**src/rtl/nrdy_pkg.sv**
```systemverilog
package nrdy_pkg;

  // Largest delay depth the generator is specified for.
  localparam int unsigned NRDY_MAX_DEPTH = 7;

  // Number of clock edges from a strobe edge until READY is first high when a
  // request at the given depth is held asserted from the first edge on.
  function automatic int unsigned wait_clocks(input int unsigned depth);
    return depth + 1;
  endfunction

  // Shorter of two depths: the path that wins when both requests are held.
  function automatic int unsigned shorter_depth(input int unsigned da,
                                                input int unsigned db);
    return (da < db) ? da : db;
  endfunction

  // True when a depth lies in the supported range.
  function automatic bit depth_ok(input int unsigned depth);
    return depth <= NRDY_MAX_DEPTH;
  endfunction

endpackage

```
**src/rtl/nrdy_delay_line.sv**
```systemverilog
// Clearable shift line: the request moves one stage per rising edge; the tap is
// the last stage, or the raw input itself when the depth is zero.
module nrdy_delay_line #(
  parameter int unsigned DEPTH = 2
) (
  input  logic clk,
  input  logic rst_n,
  input  logic clear,
  input  logic din,
  output logic tap
);

  generate
    if (DEPTH == 0) begin : g_pass
      assign tap = din;
    end else begin : g_shift
      logic [DEPTH-1:0] stage;

      always_ff @(posedge clk or negedge rst_n) begin
        if (!rst_n) begin
          stage <= '0;
        end else if (clear) begin
          stage <= '0;
        end else begin
          stage[0] <= din;
          for (int i = 1; i < int'(DEPTH); i++) begin
            stage[i] <= stage[i-1];
          end
        end
      end

      assign tap = stage[DEPTH-1];
    end
  endgenerate

endmodule

```
**src/rtl/nrdy_ready_hold.sv**
```systemverilog
// READY register: cleared by the strobe, set by any tap, then held.
module nrdy_ready_hold (
  input  logic clk,
  input  logic rst_n,
  input  logic clear,
  input  logic set,
  output logic ready
);

  always_ff @(posedge clk or negedge rst_n) begin
    if (!rst_n) begin
      ready <= 1'b0;
    end else if (clear) begin
      ready <= 1'b0;
    end else if (set) begin
      ready <= 1'b1;
    end
  end

endmodule

```
**src/rtl/nrdy_wait_gen.sv**
```systemverilog
module nrdy_wait_gen
  import nrdy_pkg::*;
#(
  parameter int unsigned DEPTH_A = 2,
  parameter int unsigned DEPTH_B = 5
) (
  input  logic clk,
  input  logic rst_n,
  input  logic cyc_start,
  input  logic req_a,
  input  logic req_b,
  output logic ready
);

  localparam bit DEPTHS_VALID = depth_ok(DEPTH_A) && depth_ok(DEPTH_B);

  generate
    if (!DEPTHS_VALID) begin : g_bad_depth
      initial $error("nrdy_wait_gen: depth outside 0..%0d", NRDY_MAX_DEPTH);
    end
  endgenerate

  // Named internal events, brought out for the checker.
  logic chain_clear;
  logic tap_a;
  logic tap_b;
  logic any_tap;

  assign chain_clear = cyc_start;

  nrdy_delay_line #(.DEPTH(DEPTH_A)) u_line_a (
    .clk   (clk),
    .rst_n (rst_n),
    .clear (chain_clear),
    .din   (req_a),
    .tap   (tap_a)
  );

  nrdy_delay_line #(.DEPTH(DEPTH_B)) u_line_b (
    .clk   (clk),
    .rst_n (rst_n),
    .clear (chain_clear),
    .din   (req_b),
    .tap   (tap_b)
  );

  assign any_tap = tap_a | tap_b;

  nrdy_ready_hold u_hold (
    .clk   (clk),
    .rst_n (rst_n),
    .clear (chain_clear),
    .set   (any_tap),
    .ready (ready)
  );

endmodule

```
**config.mk**
```make
export PLATFORM = sky130hd
export DESIGN_NAME = nrdy_wait_gen
export DESIGN_NICKNAME = d
export VERILOG_FILES = /design/src/rtl/nrdy_pkg.sv /design/src/rtl/nrdy_delay_line.sv /design/src/rtl/nrdy_ready_hold.sv /design/src/rtl/nrdy_wait_gen.sv
export SDC_FILE = /design/constraint.sdc
export NUM_CORES = 1
export LEC_CHECK = 0
export BUFFER_PORTS_ARGS = -buffer_cell sky130_fd_sc_hd__clkbuf_2
export CAP_MARGIN = 20
export CELL_PAD_IN_SITES_DETAIL_PLACEMENT = 1
export CELL_PAD_IN_SITES_GLOBAL_PLACEMENT = 1
export CORE_AREA = 3 3 40 42
export CTS_CLUSTER_SIZE = 40
export DETAILED_ROUTE_END_ITERATION = 10
export DIE_AREA = 0 0 43 45
export PLACE_DENSITY = 0.49
export REMOVE_ABC_BUFFERS = 1
export SLEW_MARGIN = 20
export SYNTH_ARGS = -nofsm -noshare
export SYNTH_HDL_FRONTEND = slang
export SYNTH_HIERARCHICAL = 1
export SYNTH_SLANG_ARGS = --single-unit
```
**constraint.sdc**
```tcl
create_clock -name clk -period 1.9 [get_ports clk]
set_clock_uncertainty 0.1 [all_clocks]
set_input_delay 0.38 -clock clk [delete_from_list [all_inputs] [get_ports clk]]
set_output_delay 0.38 -clock clk [all_outputs]
set_load 0.02 [all_outputs]
```
==> metrics.log <==
[metrics] run status: finished clean
[metrics] total negative slack for setup checks: 0 ns
[metrics] number of setup violations in the final report: 0
[metrics] Filler cells: 144
[metrics] cell row count: 13
[metrics] global-route wire length before repair: 614 um
[metrics] pin count of the biggest net entering global routing: 9
[metrics] largest fanout on the critical path: 2
[metrics] portion of the post-synthesis area used by sequential elements: 76.9%
[metrics] endpoint class of the critical path: output port
[metrics] flip-flop and latch count after synthesis: 8
[metrics] standard cell with the maximum stage delay on the critical path: sky130_fd_sc_hd__dfrtp_1
[metrics] top cells by count, synth: 8 x sky130_fd_sc_hd__dfrtp_1, 7 x sky130_fd_sc_hd__nor2b_1, 1 x sky130_fd_sc_hd__o21ba_1, 1 x sky130_fd_sc_hd__or2_1
[metrics] number of buffers created by CTS: 3
[metrics] Mean Syn Cell Area: 15.3 um^2
[metrics] sum of overflow across all layers after global routing: 0
[metrics] number of diodes added for antenna fixing: 0
[metrics] number of distinct library cell variants in the gate-level netlist after synthesis: 4
[metrics] Buffers on Ports: 5
[metrics] kind of cell with the highest combined delay on the critical path: flip-flops
[metrics] drt first pass iters: 1
[metrics] worst slew slack as a fraction of its limit: 86.9%
[metrics] Hold Fails Final Rpt: 0
[metrics] detailed-route wire length on metal 1: 179 um
[metrics] endpoint arrival time on the critical path: 0.78 ns
[metrics] RSZ-0062 raised after global routing: false
[metrics] maximum operating frequency: 793 MHz
[metrics] Gate Count Post-Synth: 17
[metrics] net count reported at finish: 33
[metrics] vias after detailed routing: 146
[metrics] Wirelength per Cell: 9.51 um
[metrics] last weighted congestion value of the routability-driven placer: 0.597
[metrics] number of global-route vias before repair: 156
[metrics] ordered cell list for the critical path: clkbuf_2
[metrics] synthesized area: 260 um^2
[metrics] endpoint required time on the critical path: 1.42 ns
[metrics] total length of routed met3 wires: 46 um
[metrics] Hold WC Path Type: in2reg
[metrics] antenna violations before repair: 0
[metrics] Synth async-reset ratio: 100%
[metrics] PwrDens: 956 nW/um^2
[metrics] count leader, synth: sky130_fd_sc_hd__dfrtp_1
[metrics] top_reg_cell synth: sky130_fd_sc_hd__dfrtp_1
[metrics] met2 wire length: 164 um
[metrics] count of yosys warnings during synthesis: 6
[metrics] clock tree from TritonCTS: yes
[metrics] root buffer cell: sky130_fd_sc_hd__clkbuf_4
[metrics] Max Root-Sink Buffers: 2
[metrics] H-tree depth: 1
[metrics] slew at the pin with the worst max-slew slack: 0.197 ns
[metrics] Initial DRC Count: 0
[metrics] mean number of vias per cell: 3.56
[metrics] post-CTS setup-driven buffer insertion count: 0
[metrics] core region area: 1280 um^2
[metrics] fraction of final layout cells sized beyond drive strength 1: 30.8%
[metrics] Synth area leader: sky130_fd_sc_hd__dfrtp_1
[metrics] IO Count: 6
[metrics] share of the clock period used by the worst path after layout: 66.3%
[metrics] quantity of gates resized following cts: 0
[metrics] clock net sink count: 8
[metrics] critical path's largest stage delay: 0.38 ns
[metrics] die area: 1940 um^2
[metrics] Synth top area share: 76.9%
[metrics] Post-synth EDFFs: 0
[metrics] leakage power of the design: 0.000178 uW
[metrics] final count of pins violating max slew: 0
[metrics] clock latency on the worst-skew pair: 0.25 ns
[metrics] Reg clk slew, reported paths: 0.05 ns
[metrics] peak ir drop on the vdd network: 0.202 mV
[metrics] number of hold buffers added after cts: 1
[metrics] top layer in use: met3
[metrics] global router's overall resource usage: 4.79%
[metrics] buffering stage count on the worst path with inverters included: 1
[metrics] die extent in y: 45 um
[metrics] Synth-to-Final Area Change: 29.3%
[metrics] CP Class: reg2out
[metrics] ANT nets after route: 0
[metrics] Post-route DRC: 0
[metrics] top cells by area in the synthesized netlist: sky130_fd_sc_hd__dfrtp_1 77%, sky130_fd_sc_hd__nor2b_1 17%, sky130_fd_sc_hd__o21ba_1 3.8%
[metrics] Total Power: 322 uW
[metrics] count of max-cap constraint violations: 0
[metrics] shortest clock period the worst path allows after layout: 1.26 ns
[metrics] Total Routed Length: 390 um
[metrics] initial core utilization: 20.3%
[metrics] Critical Path Source Type: flip-flop
[metrics] Horiz. Die Dim: 43 um
==> layout by cell type, fill, tap and decap left out, drive strengths merged <==
| cell type | netlist | routed |
|---|---|---|
| clkbuf | 0 | 8 |
| dfrtp | 8 | 8 |
| nor2b | 7 | 7 |
| or2 | 1 | 1 |
| dlygate4sd3 | 0 | 1 |
| o21ba | 1 | 1 |
==> power by group <==
| group | internal, uW | total, uW | switching [uW] |
|---|---|---|---|
| combinational | 9.15 | 18.5 | 9.31 |
| sequential | 177 | 178 | 1.70 |
| clock | 72.0 | 125 | 52.9 |
==> routing by layer <==
metal / GRT usage, % / vias up
met5: 0 / -
met3: 2.79 / 0
li1: - / 71
met1: 5.21 / 69
met4: 5.42 / 0
met2: 5.99 / 6
==> sequential cells by signal, summed over array words and instances (netlist names) <==
register,flops
u_hold/ready,1
u_line_a/g_shift.stage,2
u_line_b/g_shift.stage,5
==> kinds of logic after synthesis <==
kind of cell     after synthesis  share of synthesized area, %
flip-flops                     8                          76.9
AO/OA/AOI/OAI                  1                          3.85
AND/OR/NAND/NOR                8                          19.2
==> per-stage QoR <==
step	std cells	worst slack [ns]	instance area [um^2]	hold slack (ns)	utilization, %
6_report	41	0.640	337	0.249	26.2
3_3_place_gp	37	0.917	304	0.131	23.7
2_1_floorplan	17	0.972	260	-0.0156	-
3_5_place_dp	37	0.905	304	0.135	23.7
5_1_grt	41	0.605	337	0.259	26.2
4_1_cts	41	0.626	337	0.242	26.2
==> final timing paths <==
| kind | start | endpoint | slack [ns] | cells after the start |
|---|---|---|---|---|
| setup / recovery | u_hold/ready | ready | 0.64 | 1 |
| hold / removal | req_a | u_line_a/g_shift.stage[0] | 0.25 | 2 |
| setup reg to reg | u_line_b/g_shift.stage[4] | u_hold/ready | 0.94 | 2 |
| hold reg to reg | u_line_b/g_shift.stage[2] | u_line_b/g_shift.stage[3] | 0.36 | 1 |
| max in group asynchronous | rst_n | u_line_b/g_shift.stage[3] | 1.11 | 2 |
| min in group asynchronous | rst_n | u_line_b/g_shift.stage[1] | 0.41 | 2 |
==> layout make-up <==
class,count,area (um^2),share of cell area (%)
timing repair buffer,6,35.0,10.4
sequential,8,200,59.5
tap,15,18.8,5.58
clock buffer,3,22.5,6.69
multi-input combinational,9,60.1,17.8
Note: power is estimated with default switching activity, not from simulation.
